## src/rtl/stk_pkg.sv

```systemverilog
package stk_pkg;

    localparam int DATA_W = 8;
    localparam int ADDR_W = 16;
    localparam int PTR_W  = 6;
    localparam int PC_W   = 2 * DATA_W;
    localparam int PAGE_W = ADDR_W - PTR_W;
    localparam int BEAT_W = 3;

    localparam logic [PAGE_W-1:0] PAGE_DEFAULT = PAGE_W'(3);

    localparam logic [BEAT_W-1:0] CALL_LEN = BEAT_W'(2);
    localparam logic [BEAT_W-1:0] INT_LEN  = BEAT_W'(5);

    typedef enum logic [1:0] {
        XFER_NONE,
        XFER_PUSH,
        XFER_PULL
    } xfer_e;

    typedef enum logic [1:0] {
        FR_CALL,
        FR_RET,
        FR_INT,
        FR_RETI
    } frame_e;

    // Push order of the interrupt frame; the subroutine frame uses the first two.
    typedef enum logic [BEAT_W-1:0] {
        SLOT_PCL = 3'd0,
        SLOT_PCH = 3'd1,
        SLOT_X   = 3'd2,
        SLOT_A   = 3'd3,
        SLOT_CCR = 3'd4
    } slot_e;

    typedef struct packed {
        logic [PC_W-1:0]   pc;
        logic [DATA_W-1:0] x;
        logic [DATA_W-1:0] a;
        logic [DATA_W-1:0] ccr;
    } ctx_t;

    function automatic logic [BEAT_W-1:0] frame_len(frame_e k);
        return (k == FR_CALL || k == FR_RET) ? CALL_LEN : INT_LEN;
    endfunction

    function automatic logic frame_pushes(frame_e k);
        return (k == FR_CALL || k == FR_INT);
    endfunction

    function automatic slot_e frame_slot(frame_e k, logic [BEAT_W-1:0] beat);
        slot_e s;
        case (k)
            FR_CALL, FR_INT: s = slot_e'(beat);
            FR_RET:          s = (beat == '0) ? SLOT_PCH : SLOT_PCL;
            default:         s = slot_e'(INT_LEN - BEAT_W'(1) - beat);
        endcase
        return s;
    endfunction

    function automatic logic [DATA_W-1:0] slot_read(ctx_t c, slot_e s);
        logic [DATA_W-1:0] d;
        case (s)
            SLOT_PCL: d = c.pc[DATA_W-1:0];
            SLOT_PCH: d = c.pc[PC_W-1:DATA_W];
            SLOT_X:   d = c.x;
            SLOT_A:   d = c.a;
            default:  d = c.ccr;
        endcase
        return d;
    endfunction

    function automatic ctx_t slot_write(ctx_t c, slot_e s, logic [DATA_W-1:0] d);
        ctx_t r;
        r = c;
        case (s)
            SLOT_PCL: r.pc[DATA_W-1:0]    = d;
            SLOT_PCH: r.pc[PC_W-1:DATA_W] = d;
            SLOT_X:   r.x                 = d;
            SLOT_A:   r.a                 = d;
            default:  r.ccr               = d;
        endcase
        return r;
    endfunction

endpackage

```

## src/rtl/stk_ptr.sv

```systemverilog
module stk_ptr
    import stk_pkg::*;
(
    input  logic             clk,
    input  logic             rst,
    input  logic             load_top,
    input  logic             dec,
    input  logic             inc,
    output logic [PTR_W-1:0] ptr,
    output logic [PTR_W-1:0] ptr_up
);

    always_ff @(posedge clk) begin
        if (rst || load_top) begin
            ptr <= '1;
        end else if (dec) begin
            ptr <= ptr - PTR_W'(1);
        end else if (inc) begin
            ptr <= ptr + PTR_W'(1);
        end
    end

    // Natural modulo-64 wrap in both directions.
    assign ptr_up = ptr + PTR_W'(1);

endmodule

```

## src/rtl/stk_addr.sv

```systemverilog
module stk_addr
    import stk_pkg::*;
#(
    parameter logic [PAGE_W-1:0] PAGE = PAGE_DEFAULT
) (
    input  xfer_e             xfer,
    input  logic [PTR_W-1:0]  ptr,
    input  logic [PTR_W-1:0]  ptr_up,
    output logic [ADDR_W-1:0] addr,
    output logic              we,
    output logic              re
);

    logic [PTR_W-1:0] low;

    always_comb begin
        low  = (xfer == XFER_PULL) ? ptr_up : ptr;
        addr = {PAGE, low};
        we   = (xfer == XFER_PUSH);
        re   = (xfer == XFER_PULL);
    end

endmodule

```

## src/rtl/stk_seq.sv

```systemverilog
module stk_seq
    import stk_pkg::*;
(
    input  logic              clk,
    input  logic              rst,
    input  logic              allow,
    input  logic              call_go,
    input  logic [PC_W-1:0]   call_pc,
    input  logic              ret_go,
    input  logic              int_go,
    input  ctx_t              int_ctx,
    input  logic              reti_go,
    input  logic [DATA_W-1:0] rd_data,
    output xfer_e             xfer,
    output logic [DATA_W-1:0] wdata,
    output logic              busy,
    output logic              done,
    output logic              start,
    output ctx_t              ctx
);

    logic              active;
    frame_e            kind;
    logic [BEAT_W-1:0] beat;
    frame_e            start_kind;
    slot_e             slot;
    logic              last;

    always_comb begin
        start = allow && !active && (call_go || ret_go || int_go || reti_go);
        if (call_go)      start_kind = FR_CALL;
        else if (ret_go)  start_kind = FR_RET;
        else if (int_go)  start_kind = FR_INT;
        else              start_kind = FR_RETI;
        slot = frame_slot(kind, beat);
        last = (beat == frame_len(kind) - BEAT_W'(1));
    end

    always_ff @(posedge clk) begin
        if (rst) begin
            active <= 1'b0;
            kind   <= FR_CALL;
            beat   <= '0;
            done   <= 1'b0;
            ctx    <= '0;
        end else begin
            done <= 1'b0;
            if (start) begin
                active <= 1'b1;
                kind   <= start_kind;
                beat   <= '0;
                if (start_kind == FR_CALL) begin
                    ctx.pc <= call_pc;
                end else if (start_kind == FR_INT) begin
                    ctx <= int_ctx;
                end
            end else if (active) begin
                if (!frame_pushes(kind)) begin
                    ctx <= slot_write(ctx, slot, rd_data);
                end
                if (last) begin
                    active <= 1'b0;
                    beat   <= '0;
                    done   <= 1'b1;
                end else begin
                    beat <= beat + BEAT_W'(1);
                end
            end
        end
    end

    always_comb begin
        if (!active)                 xfer = XFER_NONE;
        else if (frame_pushes(kind)) xfer = XFER_PUSH;
        else                         xfer = XFER_PULL;
        wdata = slot_read(ctx, slot);
        busy  = active;
    end

endmodule

```

## src/rtl/stk_unit.sv

```systemverilog
module stk_unit
    import stk_pkg::*;
#(
    parameter logic [PAGE_W-1:0] STACK_PAGE = PAGE_DEFAULT
) (
    input  logic              clk,
    input  logic              rst,
    input  logic              sp_reset,
    input  logic              push_req,
    input  logic [DATA_W-1:0] push_data,
    input  logic              pull_req,
    input  logic              call_go,
    input  logic [PC_W-1:0]   call_pc,
    input  logic              ret_go,
    input  logic              int_go,
    input  logic [PC_W-1:0]   int_pc,
    input  logic [DATA_W-1:0] int_x,
    input  logic [DATA_W-1:0] int_a,
    input  logic [DATA_W-1:0] int_ccr,
    input  logic              reti_go,
    input  logic [DATA_W-1:0] mem_rdata,
    output logic [ADDR_W-1:0] mem_addr,
    output logic [DATA_W-1:0] mem_wdata,
    output logic              mem_we,
    output logic              mem_re,
    output logic [PTR_W-1:0]  stack_ptr,
    output logic              busy,
    output logic              done,
    output logic [PC_W-1:0]   res_pc,
    output logic [DATA_W-1:0] res_x,
    output logic [DATA_W-1:0] res_a,
    output logic [DATA_W-1:0] res_ccr
);

    ctx_t              int_ctx;
    ctx_t              ctx;
    xfer_e             seq_xfer;
    xfer_e             xfer;
    logic [DATA_W-1:0] seq_wdata;
    logic              seq_busy;
    logic              seq_start;
    logic              any_go;
    logic [PTR_W-1:0]  ptr;
    logic [PTR_W-1:0]  ptr_up;

    assign int_ctx = '{pc: int_pc, x: int_x, a: int_a, ccr: int_ccr};
    assign any_go  = call_go || ret_go || int_go || reti_go;

    stk_seq u_seq (
        .clk     (clk),
        .rst     (rst),
        .allow   (!sp_reset),
        .call_go (call_go),
        .call_pc (call_pc),
        .ret_go  (ret_go),
        .int_go  (int_go),
        .int_ctx (int_ctx),
        .reti_go (reti_go),
        .rd_data (mem_rdata),
        .xfer    (seq_xfer),
        .wdata   (seq_wdata),
        .busy    (seq_busy),
        .done    (done),
        .start   (seq_start),
        .ctx     (ctx)
    );

    // Arbitration: running frame, then pointer reset, then frame start,
    // then push, then pull.
    always_comb begin
        if (seq_busy)                           xfer = seq_xfer;
        else if (sp_reset || any_go)            xfer = XFER_NONE;
        else if (push_req)                      xfer = XFER_PUSH;
        else if (pull_req)                      xfer = XFER_PULL;
        else                                    xfer = XFER_NONE;
        mem_wdata = seq_busy ? seq_wdata : push_data;
    end

    stk_ptr u_ptr (
        .clk      (clk),
        .rst      (rst),
        .load_top (sp_reset && !seq_busy),
        .dec      (xfer == XFER_PUSH),
        .inc      (xfer == XFER_PULL),
        .ptr      (ptr),
        .ptr_up   (ptr_up)
    );

    stk_addr #(.PAGE(STACK_PAGE)) u_addr (
        .xfer   (xfer),
        .ptr    (ptr),
        .ptr_up (ptr_up),
        .addr   (mem_addr),
        .we     (mem_we),
        .re     (mem_re)
    );

    assign stack_ptr = ptr;
    assign busy      = seq_busy;
    assign res_pc    = ctx.pc;
    assign res_x     = ctx.x;
    assign res_a     = ctx.a;
    assign res_ccr   = ctx.ccr;

endmodule

```

## config.mk

```make
export PLATFORM = sky130hd
export DESIGN_NAME = stk_unit
export DESIGN_NICKNAME = d
export VERILOG_FILES = /design/src/rtl/stk_pkg.sv /design/src/rtl/stk_ptr.sv /design/src/rtl/stk_addr.sv /design/src/rtl/stk_seq.sv /design/src/rtl/stk_unit.sv
export SDC_FILE = /design/constraint.sdc
export NUM_CORES = 1
export LEC_CHECK = 0
export ABC_AREA = 1
export CAP_MARGIN = 20
export CORE_MARGIN = 2
export CORE_UTILIZATION = 43
export DETAILED_ROUTE_END_ITERATION = 8
export PLACE_DENSITY = 0.82
export SLEW_MARGIN = 10
export SYNTH_ARGS = -nofsm -noshare
export SYNTH_HDL_FRONTEND = slang
export SYNTH_SLANG_ARGS = --single-unit
```

## constraint.sdc

```tcl
create_clock -name clk -period 2.09 [get_ports clk]
set_input_delay 0.209 -clock clk [delete_from_list [all_inputs] [get_ports clk]]
set_output_delay 0.209 -clock clk [all_outputs]
set_load 0.01 [all_outputs]
```

### Yosys cells after proc, flatten, opt, wreduce, memory -nomap -nowiden

Cells that the tools add are included.

* input bits: 81
* logic and storage cells: 91
* bits in registers: 53
* output and inout port bits: 74

* equal/unequal tests: 14
* reduce and logical (&&, ||, !) cells: 30
* bitwise operators: 1
* add/subtract/negate cells: 5
* mux-type cells: 31

Operators with widths (count)
* two-way mux 40 bit: 4
* two-way mux 8 bit: 6
* case mux 8 bit (4 select lines): 1
* two-way mux 24 bit: 1
* two-way mux 16 bit: 1
* AND reduction 5 bit: 3
* two-way mux 2 bit: 7
* two-way mux 6 bit: 2
* nonzero test 2 bit: 5
* AND reduction 4 bit: 2
* logical OR 1 bit: 7
* adder 6 x 1 -> 6 bit (second input constant): 1
* == test 2 bit (second input constant): 3
* == test 3 x 2 -> 1 bit (second input constant): 2
* zero test 3 bit: 2
* two-way mux 1 bit: 6
* two-way mux 3 bit: 2
* case mux 3 bit (2 select lines): 1
* subtractor 6 x 1 -> 6 bit (second input constant): 1
* == test 2 x 1 -> 1 bit (second input constant): 2
* zero test 2 bit: 2
* != test 2 x 1 -> 1 bit (second input constant): 2
* != test 2 bit (second input constant): 2
* OR reduction 2 bit: 2
* other kinds (11): 14

### Depth between registers and ports, before layout

* depth after elaboration: 9
* mapped depth: 14
* mapped depth without buffers: 13

### By module

From an unflattened synthesis, not the netlist that was laid out.

* cell total of the unflattened synthesis: 720
* area total of the unflattened synthesis: 4205.3 um^2

Modules (own cells, without submodules)
* stk_seq: area an instance 3308.2 um^2, instances 1, cells an instance 560
* stk_ptr: area an instance 489.2 um^2, instances 1, cells an instance 71
* stk_unit: area an instance 216.5 um^2, instances 1, cells an instance 54
* stk_addr: area an instance 191.4 um^2, instances 1, cells an instance 35

### Least setup slack after synthesis

Ideal clock, no wire load.

* path kind: register -> output
* start point: register u_seq.beat[0]
* end point: output port mem_wdata[6]
* path slack: 0.131 ns
* stages on the path, launching flop included: 15
* required time: 1.881 ns
* buffers on the path: 1
* arrival: 1.750 ns
* cells stage by stage: dfxtp_1 inv_1 ha_1 ha_1 inv_1 nand3_1 nand2_4 nor2_4 buf_2 nand3_1 nand2_1 nor2_1 nand2_1 nand2_1 nand2_1

* cells in the longest elaborated chain, start to end: 6
* elaborated cells between the ends (all ways): 10
* classes of those cells: add/sub (1); eq/ne (3); mux (4); reduce/logical (2)

RTL lines
* from (decl): line stk_seq.sv:24 `logic [BEAT_W-1:0] beat;`
* from (signal assigned): line stk_seq.sv:66 `beat <= beat + BEAT_W'(1);`
* branches (longest 2 deep; another with subtractor 3 bit)
* case mux 3 bit (2 select lines) *: line stk_pkg.sv:54 `case (k)`
* == test 3 x 2 -> 1 bit (tied with other cells): line stk_pkg.sv:64 `case (s)`
* case mux 8 bit (4 select lines) *: line stk_pkg.sv:64
* two-way mux 8 bit *: line stk_unit.sv:76 `mem_wdata = seq_busy ? seq_wdata : push_data;`
* to (decl): line stk_unit.sv:23 `output logic [DATA_W-1:0] mem_wdata,`

Mark *: on every way between the ends.

### Worst setup path in the final report

* start point: register u_seq.beat[1]
* end point: output port mem_wdata[1]

The elaborated chain is that of the path after synthesis.

==> run summary <==
The signal on the critical path passes through inv_2 > ha_4 > ha_4 > inv_4 > nand3_4 > nand2_4 > nor2_4 > buf_6 > buf_6 > nand3_2 > nand3_2 > o21ai_2 > nand2_1 > buf_2. The commonest non-fill, non-tap cell in the layout is sky130_fd_sc_hd__nand2_1. The starting DRC count in detailed routing came out at 238. The total iterations of the first detailed-routing run is 5. The fraction of the yosys area taken by sequential cells came out at 30.20%. The post-layout net count is 808.

The global-route total usage across every layer came out at 28.19%. The post-detailed-route count of antenna-violating nets came out at 0. The number of unique standard cell types used by synthesis is 35. After detailed routing, the number of vias per cell comes to 5.200. The HPWL after detailed placement is 9665 microns. The placed standard-cell area is 5177 sq um.

The depth of the worst register-to-register path came out at 16. The met1 usage is 32.99%. The flow ran to the end, but the final reports show violations. In this run the most used layer during global routing was met2. The number of antenna cells inserted is 0.

The met2 demand-to-capacity share in global routing is 52.32%. The maximum level of the CTS H-tree is 2. TritonCTS built the clock tree.

The initial core utilization came out at 45.00%. The critical path's largest stage delay is 0.35 ns. The die outline area is 8909 sq um. The final setup skew is 0.01726 ns. In this run the deepest clock path goes through 2 buffers. The hold-fix buffer count after cts is 0. In this run the critical register-to-register path is launched from u_seq.beat[1]. For this run, the top clock speed supported by timing is 427.3 MHz. Counting flops with a built-in enable in the synthesized netlist gives 0. Summed over all layers, the global routing overflow is 0. The tree is rooted in a sky130_fd_sc_hd__clkbuf_8.

The fraction of layout cells with a size suffix above 1 is 17.84%. The total clock sinks came out at 53. The type of the setup path with the least slack is register to primary output. The clock-pin transition on the worst setup and hold timing paths came out at 0.11 ns. The end of the critical path is mem_wdata[1]. The number of synthesized register bits came out at 53. Entering global routing, the biggest net connects 25 pins. The fraction of registers with async set/reset is 0%. The area growth from synthesis to final layout came out at 59.37%.

The main flop type after synthesis is sky130_fd_sc_hd__dfxtp_1. The post-detailed-routing wire length is 12560 microns. The final max-slew violation count was 0. The number of inserted filler cells in the final layout came out at 646.

The initial antenna violation count is 0. The checks that failed: negative setup slack. The setup slack of the critical path after layout is -0.2505 ns.

The number of remaining DRC errors is 0. The required time at the worst-slack endpoint came out at 1.88 ns. The number of warnings issued by yosys is 0. The smallest clock period supported by the final layout is computed as 2.341 ns.

The share of the clock period used by the worst path after layout is 112.0%. The number of clock buffers inserted by TritonCTS came out at 5. The routed wire length per instance is 15.22 microns.

The synthesized area per cell is 6.411 sq um. The multi-input logic area is 2333 sq um. The via count is 4290. Routability-driven placement finished with a final weighted congestion of 0.9659. The fraction of met3 tracks used by global routing is 4.150%. Leaving out fill and tap cells, the most frequent cells in the layout are 141 x sky130_fd_sc_hd__nand2_1, 126 x sky130_fd_sc_hd__clkdlybuf4s50_1, 95 x sky130_fd_sc_hd__nor2_1. Summed over all cells, the static leakage comes to 2.604 nW.

The final-report hold violation count is 0. The height of the chip came out at 94.39 microns. The synthesized cell area came out at 3513 sq um. The post-placement setup slack came out at -0.3725 ns. Tracing the worst setup path back leads to its startpoint at u_seq.beat[1]. During placement, the flow inserted port buffers numbering 144. The worst IR drop on VDD came out at 0.0002867 V. For this design the ratio of total power to cell area is 569.9 nW/um^2. The slowest stage of the critical path is the sky130_fd_sc_hd__dfxtp_2 cell. The endpoint identified for the worst register-to-register timing path is u_seq.ctx[11].

The latest clock arrival within the worst-skew pair is 0.33 ns. The die is 94.39 microns wide. The final instance area is 5599 sq um. 155 I/O pins were placed.

The minimum setup slack among reg-to-reg paths came out at -0.12 ns. The area of all sequential standard cells is 1065 sq um. The placeable core area is 7807 sq um. The critical path arrival is 2.13 ns. The first global-routing pass estimated 19600 microns of wire. The path category of the worst min-delay check is primary input to register. The cell count after synthesis came out at 548. The largest fanout of any net on the critical path is 5. Setup repair after global routing could not meet its margin everywhere. STA classifies the critical path endpoint as a primary output. The floorplan has 32 rows. STA classifies the critical path startpoint as a register. The final number of setup-violating endpoints came out at 16. Max-cap violations in this run came to 0. The worst hold slack across all endpoints is 0.5109 ns. The via count of the first global-routing pass came out at 3999.
==> state kept, by name, indices dropped and copies added, names as in the netlist <==
| register | cells |
|---|---|
| u_seq.beat | 3 |
| u_seq.done | 1 |
| u_seq.busy | 1 |
| u_ptr.ptr | 6 |
| u_seq.kind | 2 |
| u_seq.ctx | 40 |
==> cell type report <==
type,instances,share of cell area (%)
Clock inverter,3,0.8715
Timing Repair Buffer,187,31.55
Sequential cell,53,19.02
Clock buffer,5,1.229
Tap cell,102,2.279
Multi-Input combinational cell,434,41.68
Inverter,41,3.374
==> critical path, delay by kind of cell (launching register included) <==
| kind | cells | cell delay (ns) |
|---|---|---|
| AND/OR/NAND/NOR | 6 | 0.52 |
| buffers and inverters | 5 | 0.44 |
| adder cells (fa/ha/maj) | 2 | 0.43 |
| AO/OA/AOI/OAI | 1 | 0.06 |
| flip-flops | 1 | 0.35 |
==> metrics by stage <==
stage                     setup TNS, ns  power [mW]  instances  utilization [%]
after floorplan                       0       1.786        556                -
after global placement           -3.418       2.359        803            66.31
after detailed placement         -4.357       2.384        803            66.31
after CTS                        -1.519       3.122        819            69.50
after global routing             -4.129       3.355        825            71.71
final                            -2.560       3.191        825            71.71
==> cells in the mapped netlist (2+ instances only) <==
cell                       number  share of area [%]
sky130_fd_sc_hd__o21ai_0       51                7.3
sky130_fd_sc_hd__nand2_4        5                1.6
sky130_fd_sc_hd__buf_2          7                1.0
sky130_fd_sc_hd__o21ai_1        7                1.0
sky130_fd_sc_hd__conb_1         2               0.21
sky130_fd_sc_hd__o21ai_2        2               0.50
sky130_fd_sc_hd__ha_1           5                1.8
sky130_fd_sc_hd__nor2_4         3               0.96
sky130_fd_sc_hd__xor2_1         7                1.7
sky130_fd_sc_hd__buf_4         11                2.4
sky130_fd_sc_hd__inv_1         30                3.2
sky130_fd_sc_hd__nand2_1      145                 15
sky130_fd_sc_hd__inv_2          7               0.75
sky130_fd_sc_hd__buf_6          4                1.3
sky130_fd_sc_hd__a21oi_1       18                2.6
sky130_fd_sc_hd__clkinv_4       2               0.50
sky130_fd_sc_hd__nand2_2       11                2.0
sky130_fd_sc_hd__a31oi_1        5               0.89
sky130_fd_sc_hd__dfxtp_1       53                 30
sky130_fd_sc_hd__nand3_1       35                5.0
sky130_fd_sc_hd__nor2_2         2               0.36
sky130_fd_sc_hd__mux2i_1       16                4.6
sky130_fd_sc_hd__clkbuf_1       7               0.75
sky130_fd_sc_hd__nor3_1         3               0.43
sky130_fd_sc_hd__nor2_1       100                 11
==> worst min path at each step <==
stage | from | endpoint | slack, ns | cells past startpoint
2_1_floorplan | rst | u_seq.busy | 0.28 | 1
3_3_place_gp | u_seq.ctx[13] | u_seq.ctx[13] | 0.50 | 2
3_5_place_dp | u_seq.ctx[11] | u_seq.ctx[11] | 0.51 | 2
4_1_cts | call_go | u_seq.kind[1] | 0.51 | 4
5_1_grt | u_seq.ctx[15] | u_seq.ctx[15] | 0.55 | 2
6_report | call_go | u_seq.kind[1] | 0.51 | 4
==> power by group <==
part / leakage [nW] / switching, mW / internal, mW
clock: 0.0563 / 0.381 / 0.365
combinational: 2.11 / 0.641 / 0.595
sequential: 0.435 / 0.111 / 1.10
total: 2.60 / 1.13 / 2.06
==> per-layer routing <==
metal / part of all wire [%] / up-vias / wire (microns)
li1: - / 2096 / -
met1: 38 / 1944 / 4818
met2: 51 / 215 / 6427
met3: 7.1 / 35 / 896
met4: 3.3 / 0 / 416
met5: 0 / - / 0
==> cells by family after synthesis <==
kind of cell | Yosys count | share of synthesized area (%)
compound gates | 87 | 13.28
simple gates | 306 | 37.61
buf+inv | 71 | 10.36
fa+ha+maj | 5 | 1.781
mux | 16 | 4.558
xor+xnor | 8 | 1.994
flops | 53 | 30.20
other cells | 2 | 0.2138
==> repair_timing <==
item / 4_1_cts / 5_1_grt
resized for setup: 78 / 40
cloned: 0 / 2
setup endpoints to repair: 19 / 36
setup buffers: 8 / 5
pin swaps: 19 / 24
No activity file was read; power rests on OpenSTA's default activity.
